[src/rtl/dif_bfly2.sv]
module dif_bfly2 #(
  parameter int W = 12
) (
  input  logic         clk,
  input  logic         rst,
  input  logic         in_valid,
  output logic         in_ready,
  input  logic [W-1:0] a_re,
  input  logic [W-1:0] a_im,
  input  logic [W-1:0] b_re,
  input  logic [W-1:0] b_im,
  input  logic [W-1:0] w_re,
  input  logic [W-1:0] w_im,
  output logic         out_valid,
  output logic         out_sel,
  output logic [W-1:0] out_re,
  output logic [W-1:0] out_im
);
  localparam int DW = W + 1;
  localparam int PW = DW + W;
  localparam int AW = PW + 2;
  localparam int FR = W - 1;

  logic                 phase, pend;
  logic signed [W-1:0]  ah_re, ah_im, wq_re, wq_im, bre_q;
  logic signed [DW-1:0] d_re, d_im;

  logic signed [DW-1:0] s_re_c, s_im_c, d_re_c, d_im_c;
  logic signed [DW-1:0] m0a, m1a;
  logic signed [W-1:0]  m0b, m1b;
  logic signed [PW-1:0] m0, m1;
  logic signed [AW-1:0] sum, rnd, sh;
  logic signed [W-1:0]  prod;

  wire accept = in_valid && in_ready;
  assign in_ready = !phase;

  assign s_re_c = {a_re[W-1], a_re} + {b_re[W-1], b_re} + DW'(1);
  assign s_im_c = {a_im[W-1], a_im} + {b_im[W-1], b_im} + DW'(1);
  assign d_re_c = {a_re[W-1], a_re} - {b_re[W-1], b_re};
  assign d_im_c = {a_im[W-1], a_im} - {b_im[W-1], b_im};

  assign m0a = phase ? d_re : d_re;
  assign m1a = phase ? d_im : d_im;
  assign m0b = phase ? wq_re : wq_im;
  assign m1b = phase ? wq_im : wq_re;
  assign m0  = m0a * m0b;
  assign m1  = m1a * m1b;

  always_comb begin
    if (phase) sum = AW'(m0) - AW'(m1);
    else       sum = AW'(m0) + AW'(m1);
    rnd = sum + (AW'(1) <<< FR);
    sh  = rnd >>> (FR + 1);
    if (sh > AW'((1 << (W-1)) - 1))
      prod = W'((1 << (W-1)) - 1);
    else if (sh < -AW'(1 << (W-1)))
      prod = W'(1 << (W-1));
    else
      prod = sh[W-1:0];
  end

  always_ff @(posedge clk) begin
    if (rst) begin
      phase     <= 1'b0;
      pend      <= 1'b0;
      out_valid <= 1'b0;
      out_sel   <= 1'b0;
    end else begin
      phase     <= accept;
      pend      <= phase;
      out_valid <= phase | pend;
      out_sel   <= pend;
    end
  end

  always_ff @(posedge clk) begin
    if (accept) begin
      ah_re <= s_re_c[DW-1:1];
      ah_im <= s_im_c[DW-1:1];
      d_re  <= d_re_c;
      d_im  <= d_im_c;
      wq_re <= w_re;
      wq_im <= w_im;
    end
    if (phase) begin
      out_re <= ah_re;
      out_im <= ah_im;
      bre_q  <= prod;
    end else if (pend) begin
      out_re <= bre_q;
      out_im <= prod;
    end
  end
endmodule


[config.mk]
export PLATFORM = sky130hd
export DESIGN_NAME = dif_bfly2
export DESIGN_NICKNAME = d
export VERILOG_FILES = /design/src/rtl/dif_bfly2.sv
export SDC_FILE = /design/constraint.sdc
export NUM_CORES = 1
export LEC_CHECK = 0
export BUFFER_PORTS_ARGS = -buffer_cell sky130_fd_sc_hd__buf_2
export CAP_MARGIN = 10
export CORE_UTILIZATION = 38
export DETAILED_ROUTE_END_ITERATION = 10
export PLACE_DENSITY = 0.58
export SYNTH_ARGS = -nofsm -noshare
export SYNTH_HDL_FRONTEND = slang
export SYNTH_SLANG_ARGS = --single-unit
[constraint.sdc]
create_clock -name clk -period 9.8 [get_ports clk]
set_input_delay 0.49 -clock clk [delete_from_list [all_inputs] [get_ports clk]]
set_output_delay 0.49 -clock clk [all_outputs]
set_load 0.02 [all_outputs]
==> flow_summary.ini <==
[run_status]
status = finished, final reports clean

[route]
route.detailed.drc = 0
vias = 14400
wl_per_cell_um = 16.7
via_per_inst = 5.07
drt_first_pass_iters = 5
drtIter0Drc = 805
drt-total-wl_um = 47200
ant_nets = 0

[logic_synthesis]
synth_top_area_share_pct = 30.7
ys_ff_latch = 114
ys_types = 79
synth_area_sq_mm = 0.0196
synth_edf_count = 110
yosysMostFrequentCell = inv_1
netlist_top_cells_count = inv_1 (412), fa_1 (300), nand2_1 (226)
avgSynthCellArea_sq_um = 9.55
ys.flop_type = edfxtp_1
synth_nets = 2605
seq_area_frac_synth_pct = 17.3
synth_area_leaders = fa_1 (31%), edfxtp_1 (17%), ha_1 (12%), inv_1 (7.9%), nand2_1 (4.3%)
synthArstFlopShare_pct = 0
yosys_warnings = 0
synthCells = 2050
synth_area_leader_cell = fa_1

[cts]
cts_buffers = 17
h-tree-depth = 4
cts_buffer_depth = 2
clk_pin_slew_ns = 0.08
clock-sinks = 114
clkLatencyLatePin_ns = 0.48
hold_buffers = 0
clockRootBuffer = clkbuf_16
tritoncts = yes

[floorplanning]
coreArea_sq_mm = 0.0505
start_util_pct = 38.8
io-pin-count = 102
fp.dieW_um = 229
std_cell_rows = 82
die_h_um = 229
dieArea_sq_mm = 0.0524

[run]
cap_violations = 0

[timing]
tightestPinTransition_ns = 1.02
maxSlewHeadroom_pct = 32.0
fin_crit_sh_pct = 95.2
setup_viol = 0
final.setup_skew_ns = 0.0194
period_needed_ns = 9.33
fmax_ghz = 0.107
final_max_slew_viol_count = 0
finalHoldViolations = 0
holdWs_ns = 0.183
rsz0062_at_grt = no
fin_setup_tns_ns = 0

[global_route]
gr-max-usage-layer = met2
grt.total_usage_pct = 18.9
grt_use_met1_pct = 25.3
grt_max_degree = 76
grtUsageMet3_pct = 2.86
first_global_vias = 14900
grt.overflow.total = 0
grt_use_met2_pct = 31.8
antenna_found_initial = 2
grt_pass1_wl_um = 77600

[finish]
reg.largest.list = d_im: 13 flops, d_re: 13 flops
drive_above_1_share_pct = 12.0
nets = 2702
syn2layout_area_growth_pct = 10.8
diodes = 0

[setup_path]
crit_path_max_fanout = 15
cp.arrival_ns = 9.63
worstPathRequired_ns = 10.10
slowest_delay_ns = 0.57
worstSetupStartpointType = flop
crit_slowest_cell = fa_1
crit_type = flop to flop
path_common_cell = fa_1
worst_setup_path_end_kind = flop

[placed_design]
portBuffers = 101
place_hpwl_um = 38900
place_congestion = 0.866

[worst_hold_path]
hold_path_class = input pin to flop
-- per-stage QoR --
| stage | cell area (sq um) | utilization [%] | std cells | setup WS [ns] |
|---|---|---|---|---|
| after floorplan | 19600 | - | 2050 | 0.0951 |
| after global placement | 21000 | 41.6 | 2797 | 0.0122 |
| after detailed placement | 21000 | 41.6 | 2797 | -0.146 |
| after CTS | 21600 | 42.8 | 2829 | 0.150 |
| after global routing | 21700 | 42.9 | 2832 | 0.0128 |
| final | 21700 | 42.9 | 2832 | 0.470 |
-- path summary, 6_finish.rpt --
kind / cells past startpoint / to / startpoint / slack [ns]
min reg2reg: 1 / out_sel / pend / 0.49
min: 1 / wq_re[0] / w_re[0] / 0.18
max: 28 / out_im[8] / phase / 0.47
max reg2reg: 28 / out_im[8] / phase / 0.47
-- kinds of logic (layout without fill, tap and decap cells) --
group                    count (synthesis)  after routing  share of synthesized area [%]
AO/OA/AOI/OAI                          279            280                           10.1
XOR/XNOR                               121            121                           5.41
adder cells (fa/ha/maj)                480            480                           42.2
buffers and inverters                  480            589                           9.27
flip-flops                             114            114                           17.3
multiplexers                            44             44                           2.46
AND/OR/NAND/NOR                        532            532                           13.3
-- per-layer routing --
metal  up-vias  routed length [um]
li1       6735                   -
met5         -                  27
met4         4                 875
met3        57                2070
met1      7192               21500
met2       364               22700
-- cell type report --
class | count | area (sq um)
fill | 4951 | 28800
multi-input combinational | 1457 | 14400
sequential | 114 | 3390
inverter | 413 | 1550
timing repair buffer | 144 | 871
tap | 672 | 841
clock buffer | 17 | 425
clock inverter | 15 | 173
-- critical path: cells and delay by family (launching register included) --
kind / cells / cell delay (ns)
adders and majority gates: 7 / 3.34
muxes: 1 / 0.51
and+or+nand+nor: 8 / 2.01
xor gates and xnor gates: 3 / 0.52
DFF: 1 / 0.53
AOI/OAI and AO/OA: 9 / 2.23
-- repair_timing --
item	CTS	global route
cloned	0	1
pin swaps	0	1
resized for setup	1	9
setup buffers	0	2
endpoints found under the setup margin	11	22
-- cell usage in the layout (no fill, tap or decap), types with 39 or more instances in the layout --
cell type / instances
a21oi_1: 68
and2_1: 60
buf_2: 101
buf_4: 40
edfxtp_1: 110
fa_1: 300
ha_1: 180
inv_1: 412
nand2_1: 226
nor2_1: 68
nor2b_1: 53
o21ai_0: 39
xnor2_1: 80
xor2_1: 41
Power is left out: the tool's default activity adds up to more than one toggle a clock period on the data nets, which glitch-free logic cannot reach.
